[src/rtl/rng_obuf_pkg.sv]
package rng_obuf_pkg;
    localparam int unsigned ADDR_W    = 8;
    localparam int unsigned DATA_W    = 32;
    localparam int unsigned NUM_WORDS = 4;
    localparam int unsigned MIN_W     = 8;
    localparam int unsigned MAX_W     = 16;
    localparam int unsigned EVT_HI    = 7;
    localparam int unsigned EN_BIT    = 10;

    localparam logic [ADDR_W-1:0] OFS_STATUS = 8'h10;
    localparam logic [ADDR_W-1:0] OFS_CTRL   = 8'h14;
    localparam logic [ADDR_W-1:0] OFS_CFG    = 8'h18;

    typedef struct packed {
        logic              enable;
        logic [EVT_HI:1]   ien;
        logic [MAX_W-1:0]  max_cyc;
        logic [MIN_W-1:0]  min_cyc;
    } cfg_regs_t;
endpackage

[src/rtl/rng_fill.sv]
module rng_fill #(
    parameter int unsigned WORDS = 4,
    parameter int unsigned DW    = 32,
    parameter int unsigned MINW  = 8,
    parameter int unsigned MAXW  = 16
) (
    input  logic                      clk,
    input  logic                      rst_n,
    input  logic                      en,
    input  logic                      in_valid,
    input  logic [DW-1:0]             in_data,
    input  logic [MINW-1:0]           min_cyc,
    input  logic [MAXW-1:0]           max_cyc,
    input  logic                      restart,
    output logic                      accept,
    output logic                      ready,
    output logic [WORDS-1:0][DW-1:0]  words
);
    localparam int unsigned IDX_W = $clog2(WORDS + 1);

    typedef struct packed {
        logic [WORDS-1:0][DW-1:0] words;
        logic [IDX_W-1:0]         idx;
        logic [MAXW-1:0]          cyc;
        logic                     ready;
    } fill_t;

    fill_t st_d, st_q;
    logic  filling;

    always_comb begin
        st_d    = st_q;
        filling = en && !st_q.ready;
        accept  = filling && in_valid && (st_q.idx < IDX_W'(WORDS));
        if (restart && st_q.ready) begin
            st_d.ready = 1'b0;
            st_d.idx   = '0;
            st_d.cyc   = '0;
            st_d.words = '0;
        end else if (filling) begin
            if (accept) begin
                for (int i = 0; i < WORDS; i++)
                    if (st_q.idx == IDX_W'(i)) st_d.words[i] = in_data;
                st_d.idx = st_q.idx + 1'b1;
            end
            if (st_q.cyc != '1) st_d.cyc = st_q.cyc + 1'b1;
            if ((st_q.idx == IDX_W'(WORDS) && st_q.cyc >= MAXW'(min_cyc)) ||
                (max_cyc != '0 && st_q.cyc >= max_cyc))
                st_d.ready = 1'b1;
        end
    end

    always_ff @(posedge clk or negedge rst_n) begin
        if (!rst_n) st_q <= '0;
        else        st_q <= st_d;
    end

    assign ready = st_q.ready;
    assign words = st_q.words;
endmodule

[src/rtl/rng_stuck.sv]
module rng_stuck #(
    parameter int unsigned DW = 32
) (
    input  logic          clk,
    input  logic          rst_n,
    input  logic          accept,
    input  logic [DW-1:0] in_data,
    output logic          stuck_evt
);
    typedef struct packed {
        logic [DW-1:0] last;
        logic          have;
    } cmp_t;

    cmp_t c_d, c_q;

    always_comb begin
        c_d       = c_q;
        stuck_evt = accept && c_q.have && (in_data == c_q.last);
        if (accept) begin
            c_d.last = in_data;
            c_d.have = 1'b1;
        end
    end

    always_ff @(posedge clk or negedge rst_n) begin
        if (!rst_n) c_q <= '0;
        else        c_q <= c_d;
    end
endmodule

[src/rtl/rng_status.sv]
module rng_status #(
    parameter int unsigned HI = 7
) (
    input  logic        clk,
    input  logic        rst_n,
    input  logic [HI:1] set_evt,
    input  logic [HI:1] clr_mask,
    input  logic [HI:1] ien,
    output logic [HI:1] sts,
    output logic        irq
);
    logic [HI:1] sts_d, sts_q;

    always_comb begin
        sts_d = (sts_q & ~clr_mask) | set_evt;
    end

    always_ff @(posedge clk or negedge rst_n) begin
        if (!rst_n) sts_q <= '0;
        else        sts_q <= sts_d;
    end

    assign sts = sts_q;
    assign irq = |(sts_q & ien);
endmodule

[src/rtl/rng_obuf_top.sv]
module rng_obuf_top
    import rng_obuf_pkg::*;
(
    input  logic              clk,
    input  logic              rst_n,
    input  logic [ADDR_W-1:0] reg_addr,
    input  logic              reg_wr,
    input  logic [DATA_W-1:0] reg_wdata,
    output logic [DATA_W-1:0] reg_rdata,
    input  logic              rnd_valid,
    input  logic [DATA_W-1:0] rnd_data,
    input  logic              fro_shutdown,
    input  logic [4:0]        health_fail,
    output logic              irq
);
    cfg_regs_t regs_d, regs_q;
    logic                            wr_sts;
    logic                            accept;
    logic                            ready;
    logic                            stuck_evt;
    logic [NUM_WORDS-1:0][DATA_W-1:0] words;
    logic [EVT_HI:1]                 sts;
    logic [EVT_HI:1]                 set_evt;

    assign wr_sts  = reg_wr && (reg_addr == OFS_STATUS);
    assign set_evt = {health_fail, stuck_evt, fro_shutdown};

    always_comb begin
        regs_d = regs_q;
        if (reg_wr && reg_addr == OFS_CTRL) begin
            regs_d.enable = reg_wdata[EN_BIT];
            regs_d.ien    = reg_wdata[EVT_HI:1];
        end
        if (reg_wr && reg_addr == OFS_CFG) begin
            regs_d.max_cyc = reg_wdata[DATA_W-1 -: MAX_W];
            regs_d.min_cyc = reg_wdata[MIN_W-1:0];
        end
    end

    always_ff @(posedge clk or negedge rst_n) begin
        if (!rst_n) regs_q <= '0;
        else        regs_q <= regs_d;
    end

    rng_fill #(.WORDS(NUM_WORDS), .DW(DATA_W), .MINW(MIN_W), .MAXW(MAX_W)) u_fill (
        .clk(clk), .rst_n(rst_n), .en(regs_q.enable),
        .in_valid(rnd_valid), .in_data(rnd_data),
        .min_cyc(regs_q.min_cyc), .max_cyc(regs_q.max_cyc),
        .restart(wr_sts && reg_wdata[0]),
        .accept(accept), .ready(ready), .words(words)
    );

    rng_stuck #(.DW(DATA_W)) u_stuck (
        .clk(clk), .rst_n(rst_n), .accept(accept),
        .in_data(rnd_data), .stuck_evt(stuck_evt)
    );

    rng_status #(.HI(EVT_HI)) u_status (
        .clk(clk), .rst_n(rst_n), .set_evt(set_evt),
        .clr_mask(wr_sts ? reg_wdata[EVT_HI:1] : '0),
        .ien(regs_q.ien), .sts(sts), .irq(irq)
    );

    always_comb begin
        reg_rdata = '0;
        for (int i = 0; i < NUM_WORDS; i++)
            if (reg_addr == ADDR_W'(4 * i) && ready) reg_rdata = words[i];
        case (reg_addr)
            OFS_STATUS: reg_rdata[EVT_HI:0] = {sts, ready};
            OFS_CTRL: begin
                reg_rdata[EN_BIT]     = regs_q.enable;
                reg_rdata[EVT_HI:1]   = regs_q.ien;
            end
            OFS_CFG: begin
                reg_rdata[DATA_W-1 -: MAX_W] = regs_q.max_cyc;
                reg_rdata[MIN_W-1:0]         = regs_q.min_cyc;
            end
            default: ;
        endcase
    end
endmodule

[config.mk]
export PLATFORM = sky130hd
export DESIGN_NAME = rng_obuf_top
export DESIGN_NICKNAME = d
export VERILOG_FILES = /design/src/rtl/rng_obuf_pkg.sv /design/src/rtl/rng_fill.sv /design/src/rtl/rng_stuck.sv /design/src/rtl/rng_status.sv /design/src/rtl/rng_obuf_top.sv
export SDC_FILE = /design/constraint.sdc
export NUM_CORES = 1
export LEC_CHECK = 0
export ABC_CLOCK_PERIOD_IN_PS = 2800
export BUFFER_PORTS_ARGS = -buffer_cell sky130_fd_sc_hd__buf_2
export CORE_MARGIN = 10
export CORE_UTILIZATION = 38
export DETAILED_ROUTE_END_ITERATION = 10
export HOLD_SLACK_MARGIN = 0.08
export PLACE_DENSITY = 0.61
export SETUP_SLACK_MARGIN = 0.4
export SLEW_MARGIN = 5
export SYNTH_ARGS = -nofsm -noshare
export SYNTH_HDL_FRONTEND = slang
export SYNTH_SLANG_ARGS = --single-unit
[constraint.sdc]
create_clock -name clk -period 2.8 [get_ports clk]
set_clock_uncertainty 0.2 [all_clocks]
set_input_delay 0.14 -clock clk [delete_from_list [all_inputs] [get_ports clk]]
set_output_delay 0.14 -clock clk [all_outputs]
set_load 0.05 [all_outputs]
==> results of run 1 <==
-- flip-flops by register name, summed over array words and instances, names as in the netlist --
name and count:
u_fill.st_q 19, u_fill.words 128, u_fill.ready 1, u_stuck.c_q 33, u_status.sts 7, regs_q 32
-- area by class of cell --
| class | count | area, um^2 |
|---|---|---|
| timing repair buffer | 232 | 1840 |
| sequential | 220 | 5510 |
| fill | 2828 | 15400 |
| multi-input combinational | 863 | 5450 |
| inverter | 29 | 109 |
| clock buffer | 38 | 724 |
| tap | 390 | 488 |
| clock inverter | 3 | 18.8 |
-- layout by cell type (no fill, tap or decap), types with 18 or more instances in the layout --
cell | synthesis | final
dfrtp_1 | 220 | 219
nand2_1 | 169 | 169
a21oi_1 | 148 | 148
nand3_1 | 142 | 142
buf_2 | 25 | 99
dlygate4sd3_1 | 0 | 72
nor2_1 | 69 | 68
mux2_2 | 64 | 64
buf_4 | 1 | 44
xnor2_1 | 34 | 34
mux2i_1 | 33 | 33
ha_1 | 30 | 30
inv_1 | 29 | 29
clkbuf_16 | 0 | 25
a221oi_1 | 20 | 18
-- what timing repair did --
item                                    CTS  global route
gates resized for setup                  14            11
pin swaps                                 0             2
endpoints found under the setup margin   13            10
setup buffers                             2             2
hold buffers                             73             0
endpoints found under the hold margin   439             0
-- power groups by stage --
stage / registers, W / logic (W) / clock network, W
after floorplan: 0.00349 / 0.000653 / 0
after global placement: 0.00355 / 0.000995 / 0
after detailed placement: 0.00355 / 0.00102 / 0
after CTS: 0.00350 / 0.00112 / 0.00310
after global routing: 0.00351 / 0.00129 / 0.00322
final: 0.00350 / 0.00114 / 0.00304
-- per-stage QoR --
step / power, W / hold slack (ns) / area, um^2
after floorplan: 0.00414 / -0.356 / 11400
after global placement: 0.00454 / -0.106 / 12500
after detailed placement: 0.00458 / -0.107 / 12500
after CTS: 0.00772 / 0.0862 / 14100
after global routing: 0.00803 / 0.121 / 14100
final: 0.00768 / 0.102 / 14100
-- cell families (layout without fill, tap and decap cells) --
| kind of cell | Yosys count | in the layout | synth area share [%] |
|---|---|---|---|
| and+or+nand+nor | 446 | 446 | 18.1 |
| AOI/OAI and AO/OA | 244 | 244 | 12.6 |
| DFF | 220 | 220 | 48.6 |
| buffers and inverters | 118 | 302 | 4.62 |
| muxes | 97 | 97 | 9.28 |
| xor gates and xnor gates | 46 | 46 | 3.56 |
| adders and majority gates | 30 | 30 | 3.31 |
-- routing by layer --
| metal | track usage [%] | up-vias | wire length [um] |
|---|---|---|---|
| met5 | 0 | - | 13 |
| met4 | 3.19 | 2 | 461 |
| met3 | 4.12 | 31 | 2320 |
| met2 | 29.1 | 279 | 16200 |
| met1 | 25.6 | 4828 | 15700 |
| li1 | - | 4571 | - |
-- worst max-delay path, stage by stage, from the launching register on --
cell and delay (ns):
dfrtp_2 0.39, nand3b_1 0.14, or3_4 0.50, nor3_2 0.25, buf_4 0.23
-- worst max-delay path by stage --
stage	depth (start not counted)	endpoint	from
after global placement	8	reg_rdata[0]	reg_addr[2]
final	4	reg_rdata[12]	u_fill.ready$_DFFE_PN0P_
after floorplan	4	reg_rdata[12]	u_fill.ready$_DFFE_PN0P_
after detailed placement	8	reg_rdata[0]	reg_addr[2]
after CTS	4	reg_rdata[14]	u_fill.ready$_DFFE_PN0P_
after global routing	6	reg_rdata[0]	u_fill.ready$_DFFE_PN0P_
==> flow_summary.ini, run 1 <==
[clock_network]
clock_sinks = 220
cts_made_buffers = 25
cts-root-buf = clkbuf_16
clkTransAtPathRegs_ns = 0.06
cts_tree = done
htree_levels = 1
clock_path_buffers = 3
clk_latency_ns = 0.53

[grt]
grt_overflow_total = 0
antenna_found_initial = 1
grt_pass1_vias = 9551
grt_start_max_net_pins = 99
grt_pass1_wl_um = 54700
track_usage_pct = 18.4

[synth]
yosys-top-cells-count = dfrtp_1, nand2_1, a21oi_1, nand3_1, nor2_1
synth_cell_types = 50
synth_most_common_cell = dfrtp_1
synth_area_um2 = 11300
async_reset_ff_share_pct = 100
synth.yosys.seq_area_share_pct = 48.6
netlist_top_cells_area = dfrtp_1, a21oi_1, mux2_2
synth_top_area_share_pct = 48.6
synth_seq_cells = 220
synth_ff_type = dfrtp_1
yosys_warnings = 0
synth_top_area_cell = dfrtp_1
synth_nets = 1313
syn_avg_cell_area_um2 = 9.43
syn_inst = 1201
synth_edf_count = 0

[pwr]
power.internal_w = 0.00557
p_seq_share_pct = 45.5
leakagePower_nw = 6.13
p_clk_share_pct = 39.6
p_sw_w = 0.00211
vdd.ir_drop.worst_mv = 0.523
switching_share_pct = 27.5
powerDensity_nw_per_um2 = 543
power_frac_comb_pct = 14.8

[setup_path]
crit_path_max_fanout = 6
cp-end-kind = output port
reg2reg_to = u_stuck.c_q[28]$_DFFE_PN0P_
rr_worst_depth = 5
arrival_ns = 2.03
rrSetupSlack_ns = 0.49
required_ns = 2.46
path_class = reg -> out
reg2reg_from = u_fill.ready$_DFFE_PN0P_
startpoint_type = flip-flop

[timing]
setup_tns_ns = 0
worst_slack_ns = 0.426
slew_viol_final = 0
setup_viol = 0
max_clock_freq_ghz = 0.421
rsz0062_at_grt = true
fin_crit_sh_pct = 84.8
relSlewSlack_pct = 62.1
hold_viol_final = 0
fin_crit_ns = 2.37
worst_slew_pin_slew_ns = 0.563

[drt]
antenna_left = 0
drt-initial-drc-count = 965
vias = 9711
wl_um = 34700
vias_per_cell = 5.47
drc = 0
detail_route.wl_per_cell_um = 19.6
first_pass_iters = 5

[floorplanning]
core.rowCount = 63
dieArea_um2 = 37100
die_w_um = 193
core-area_um2 = 29600
ioPinCount = 115
start_util_pct = 38.3
die_h_um = 193

[cells_and_area]
nets = 1483
drive_gt1_share_pct = 20.6
insertedDiodeCount = 0
syn2layout_area_growth_pct = 24.8
fin_cells = 1775
final_util_pct = 47.8

[placed_design]
port_buffers = 107
hpwl_um = 22500
dp_slack_ns = 0.416
gp_congestion = 0.843
dp_cells = 1657

[worst_hold_path]
min_to = u_status.sts[2]$_DFF_PN0_
hold_path.class = in -> reg
hold_path_startpoint = reg_wr
hold_depth = 5

[flow_run]
max_cap_viol_count = 0

[status]
status = complete, no violations
No activity file was read; power rests on OpenSTA's default activity.
==> run 2, diff against run 1 <==
--- a/config.mk
+++ b/config.mk
@@ -5,7 +5,7 @@
 export SDC_FILE = /design/constraint.sdc
 export NUM_CORES = 1
 export LEC_CHECK = 0
-export ABC_CLOCK_PERIOD_IN_PS = 2800
+export ABC_CLOCK_PERIOD_IN_PS = 2400
 export BUFFER_PORTS_ARGS = -buffer_cell sky130_fd_sc_hd__buf_2
 export CORE_MARGIN = 10
 export CORE_UTILIZATION = 38
==> constraint.sdc (replaced) <==
create_clock -name clk -period 2.4 [get_ports clk]
set_clock_uncertainty 0.2 [all_clocks]
set_input_delay 0.12 -clock clk [delete_from_list [all_inputs] [get_ports clk]]
set_output_delay 0.12 -clock clk [all_outputs]
set_load 0.05 [all_outputs]
==> flow_summary.ini, run 2 (synthesis results as in run 1) <==
[status]
status = complete, but fails checks
violations = negative setup slack

[timing]
fin_crit_ns = 2.42
worst_slew_pin_slew_ns = 0.550
hold_viol_final = 0
rsz0062_at_grt = true
relSlewSlack_pct = 63.3
worst_slack_ns = -0.0199
max_clock_freq_ghz = 0.413
setup_viol = 1
fin_crit_sh_pct = 101
slew_viol_final = 0

[clock_network]
htree_levels = 1
clkTransAtPathRegs_ns = 0.06
clock_path_buffers = 3
clock_sinks = 220
cts_made_buffers = 26
cts-root-buf = clkbuf_16
clk_latency_ns = 0.54
cts_tree = done

[placed_design]
gp_congestion = 0.836
dp_slack_ns = 0.248
hpwl_um = 23200
port_buffers = 107

[cells_and_area]
nets = 1561
drive_gt1_share_pct = 41.8
final_util_pct = 59.2
syn2layout_area_growth_pct = 54.4
final_cell_mix = dfrtp_1, a21oi_1, nand3_1, nand2_1, dlygate4sd3_1
largest_reg_flops = 128
final_common_cell = dfrtp_1
multi_input_area_um2 = 7130
seqCellArea_um2 = 5520
fillers = 2289

[floorplanning]
start_util_pct = 38.3
die_h_um = 193
ioPinCount = 115
core.rowCount = 63
die_w_um = 193
dieArea_um2 = 37100
core-area_um2 = 29600

[setup_path]
rr_worst_depth = 10
cp-end-kind = output port
arrival_ns = 2.10
rrSetupSlack_ns = 0.20
crit_path_max_fanout = 6
required_ns = 2.08
reg2reg_to = u_fill.words[12]$_DFFE_PN0P_
cp-endpoint = reg_rdata[0]
startpoint_type = flip-flop
startpoint = u_fill.ready$_DFFE_PN0P_
reg2reg_from = u_fill.ready$_DFFE_PN0P_
slowest_stage = or3_4
path_cells = nand3b_1, or3_4, o32ai_4, buf_6
path_class = reg -> out
max_stage_delay_ns = 0.51

[grt]
antenna_found_initial = 3
track_usage_pct = 19.8
grt_start_max_net_pins = 61
grt_pass1_vias = 10167
grt_overflow_total = 0
grt_pass1_wl_um = 58500

[drt]
wl_um = 42200
vias_per_cell = 5.73
first_pass_iters = 5
antenna_left = 0
vias = 10648
detail_route.wl_per_cell_um = 22.7
drc = 0
drt-initial-drc-count = 955

[worst_hold_path]
hold_path_startpoint = reg_wdata[30]
hold_path.class = in -> reg
hold_depth = 3

[pwr]
power_w = 0.00996
leakagePower_nw = 7.11
powerDensity_nw_per_um2 = 570
vdd.ir_drop.worst_mv = 0.537

[flow_run]
max_cap_viol_count = 0
==> run 2: cell count changes in the layout (fill, tap and decap cells not counted), moves of 36 or more <==
cell,previous run,this run
nand2_1,169,89
nand2_2,1,60
a21oi_1,148,98
a21oi_2,0,50
nand3_1,142,92
buf_6,4,40
==> run 2: area by class of cell <==
cell class | count | area share (%)
flip-flops and latches | 220 | 31.5
inverters | 29 | 0.622
repair buffers | 307 | 19.3
diodes | 2 | 0.0286
clock buffers | 37 | 4.53
well taps | 390 | 2.79
multi-input cells | 865 | 40.8
clock inverters | 9 | 0.465
==> run 2: worst min-delay path by stage <==
stage | slack (ns) | end
final | 0.16 | regs_q[22]$_DFFE_PN0P_
after global routing | 0.18 | regs_q[23]$_DFFE_PN0P_
after CTS | 0.15 | regs_q[12]$_DFFE_PN0P_
after detailed placement | -0.1 | u_status.sts[1]$_DFF_PN0_
after global placement | -0.09 | u_status.sts[1]$_DFF_PN0_
after floorplan | -0.38 | regs_q[0]$_DFFE_PN0P_
==> run 2: critical path, delay by kind of cell (launching register included) <==
kind / cells / cell delay (ns)
and+or+nand+nor: 2 / 0.72
AOI/OAI and AO/OA: 1 / 0.28
DFF: 1 / 0.36
buffers and inverters: 1 / 0.20
==> run 2: power breakdown <==
part	internal, W	total (W)	switching [W]
Sequential	0.00386	0.00409	0.000231
Combinational	0.000790	0.00187	0.00108
Clock	0.00239	0.00401	0.00162
Total	0.00704	0.00996	0.00293
==> run 2: metal layers <==
layer / track usage [%] / wire length [um] / part of all wire [%] / vias up
li1: - / - / - / 4771
met1: 26.6 / 17300 / 41 / 5376
met4: 4.03 / 1010 / 2.4 / 2
met5: 0 / 13 / 0.031 / -
met3: 4.16 / 3280 / 7.8 / 86
met2: 32.5 / 20700 / 49 / 413
==> run 2: per-stage QoR <==
step / instance area (um^2) / setup TNS (ns) / cells / hold WS, ns
floorplan: 11500 / 0 / 1201 / -0.376
global placement: 12700 / 0 / 1668 / -0.0903
detailed placement: 12700 / 0 / 1668 / -0.0958
CTS: 15200 / 0 / 1813 / 0.149
global route: 17500 / -0.172 / 1858 / 0.178
finish: 17500 / -0.0199 / 1859 / 0.155
==> run 2: what timing repair did <==
action	in CTS	in global routing
hold buffers	81	0
endpoints found under the hold margin	431	0
endpoints found under the setup margin	113	99
gates cloned	5	16
setup buffers	13	28
gates resized for setup	138	391
pin swaps	29	110
==> run 3, diff against run 2 <==
--- a/config.mk
+++ b/config.mk
@@ -12,6 +12,7 @@
 export DETAILED_ROUTE_END_ITERATION = 10
 export HOLD_SLACK_MARGIN = 0.08
 export PLACE_DENSITY = 0.61
+export REMOVE_ABC_BUFFERS = 1
 export SETUP_SLACK_MARGIN = 0.4
 export SLEW_MARGIN = 5
 export SYNTH_ARGS = -nofsm -noshare
==> flow_summary.ini, run 3 (synthesis results as in run 1) <==
[setup_path]
crit_buf_inv = 4
reg2reg_from = u_stuck.c_q[16]$_DFFE_PN0P_
crit_path_max_fanout = 5
max_stage_delay_ns = 0.35
required_ns = 2.08
path_cells = nand3b_1, buf_6, buf_4, bufbuf_16, o22ai_4, buf_6
path_common_cell = buf_6
cp-end-kind = output port
crit_family = buffers and inverters
arrival_ns = 1.99
rr_worst_depth = 6
slowest_stage = dfrtp_1
reg2reg_to = u_status.sts[2]$_DFF_PN0_
rrSetupSlack_ns = 0.45
startpoint_type = flip-flop
path_class = reg -> out

[cells_and_area]
syn2layout_area_growth_pct = 38.5
drive_gt1_share_pct = 28.1
final_common_cell = dfrtp_1
largest_reg_flops = 128
final_cell_mix = dfrtp_1, nand2_1, a21oi_1, nand3_1, dlygate4sd3_1
fillers = 2620
multi_input_area_um2 = 5980
seqCellArea_um2 = 5520
nets = 1529

[floorplanning]
die_h_um = 193
core-area_um2 = 29600
ioPinCount = 115
start_util_pct = 38.3
dieArea_um2 = 37100
core.rowCount = 63
die_w_um = 193

[clock_network]
cts_tree = done
cts_made_buffers = 26
clock_sinks = 220
cts-root-buf = clkbuf_16
clock_path_buffers = 3
clk_latency_ns = 0.55
clkTransAtPathRegs_ns = 0.06
htree_levels = 1

[drt]
first_pass_iters = 6
antenna_left = 0
detail_route.wl_per_cell_um = 20.6
wl_um = 37600
drc = 0
drt-initial-drc-count = 804
vias = 10162
vias_per_cell = 5.56

[timing]
max_clock_freq_ghz = 0.433
rsz0062_at_grt = true
fin_crit_sh_pct = 96.2
slew_viol_final = 0
worst_slew_pin_slew_ns = 0.728
fin_crit_ns = 2.31
relSlewSlack_pct = 51.3
hold_viol_final = 0
setup_viol = 0
setup_tns_ns = 0

[pwr]
powerDensity_nw_per_um2 = 623
vdd.ir_drop.worst_mv = 0.542
power_w = 0.00977
leakagePower_nw = 6.68

[worst_hold_path]
min_to = regs_q[18]$_DFFE_PN0P_
hold_path.class = in -> reg
hold_path_startpoint = reg_wdata[26]
hold_depth = 3

[placed_design]
hpwl_um = 23100
port_buffers = 107
gp_congestion = 0.824

[grt]
grt_pass1_wl_um = 57400
antenna_found_initial = 3
track_usage_pct = 19.5
grt_pass1_vias = 9887
grt_overflow_total = 0
grt_start_max_net_pins = 80

[flow_run]
max_cap_viol_count = 0

[status]
status = complete, no violations
-- run 3: cell count changes in the layout (fill, tap and decap cells not counted), sizes merged --
cell / change
a21bo: -1
and3: -1
buf: -19
bufbuf: +2
bufinv: +1
clkbuf: -8
dlygate4sd3: -6
-- run 3: through the flow --
| step | util [%] | setup slack, ns | std cells | area [um^2] | hold slack [ns] |
|---|---|---|---|---|---|
| floorplan | - | -3.66 | 1112 | 10900 | -0.376 |
| global placement | 42.7 | 0.168 | 1667 | 12600 | -0.141 |
| detailed placement | 42.7 | 0.163 | 1667 | 12600 | -0.135 |
| CTS | 51.5 | 0.0537 | 1803 | 15200 | 0.139 |
| global route | 53.1 | 0.0285 | 1826 | 15700 | 0.147 |
| finish | 53.1 | 0.0912 | 1827 | 15700 | 0.147 |
-- run 3: repair_timing --
item	4_1_cts	5_1_grt
hold buffers	75	0
setup endpoints to repair	178	197
cloned	4	4
buffers inserted	11	18
hold endpoints to repair	430	0
resized for setup	186	52
pin swaps	33	14
-- run 3: layout make-up --
cell class / count / share of cell area [%]
Sequential cell: 220 / 35.1
Clock buffer: 36 / 4.70
Inverter: 29 / 0.694
Tap cell: 390 / 3.11
Multi-Input combinational cell: 863 / 38.1
Timing Repair Buffer: 277 / 17.4
Clock inverter: 10 / 0.821
Antenna cell: 2 / 0.0319
-- run 3: metal layers --
layer	share of wire, %	vias up	global-route usage, %
met1	44	5045	27.2
met4	2.1	2	4.35
li1	-	4664	-
met2	47	397	30.9
met5	0.019	-	0
met3	7.2	54	3.74
-- run 3: how the worst max path moves through the flow --
stage | start | to | slack [ns] | cells after the start
after global routing | u_fill.ready$_DFFE_PN0P_ | reg_rdata[8] | 0.03 | 8
after detailed placement | reg_addr[5] | reg_rdata[0] | 0.16 | 6
after floorplan | u_fill.ready$_DFFE_PN0P_ | u_fill.words[0]$_DFFE_PN0P_ | -3.66 | 5
final | u_fill.ready$_DFFE_PN0P_ | reg_rdata[3] | 0.09 | 6
after CTS | u_fill.ready$_DFFE_PN0P_ | reg_rdata[0] | 0.05 | 5
after global placement | reg_addr[5] | reg_rdata[0] | 0.17 | 6
-- run 3: worst min-delay path, stage by stage --
cell and delay [ns]:
dlygate4sd3_1 0.52, buf_2 0.09, mux2_2 0.13
-- run 3: report_power, final --
group	leakage [nW]	total (W)	internal [W]	switching, W
registers	2.95	0.00407	0.00386	0.000210
clock network	0.430	0.00400	0.00237	0.00164
logic	3.30	0.00170	0.000764	0.000935
total	6.68	0.00977	0.00699	0.00278
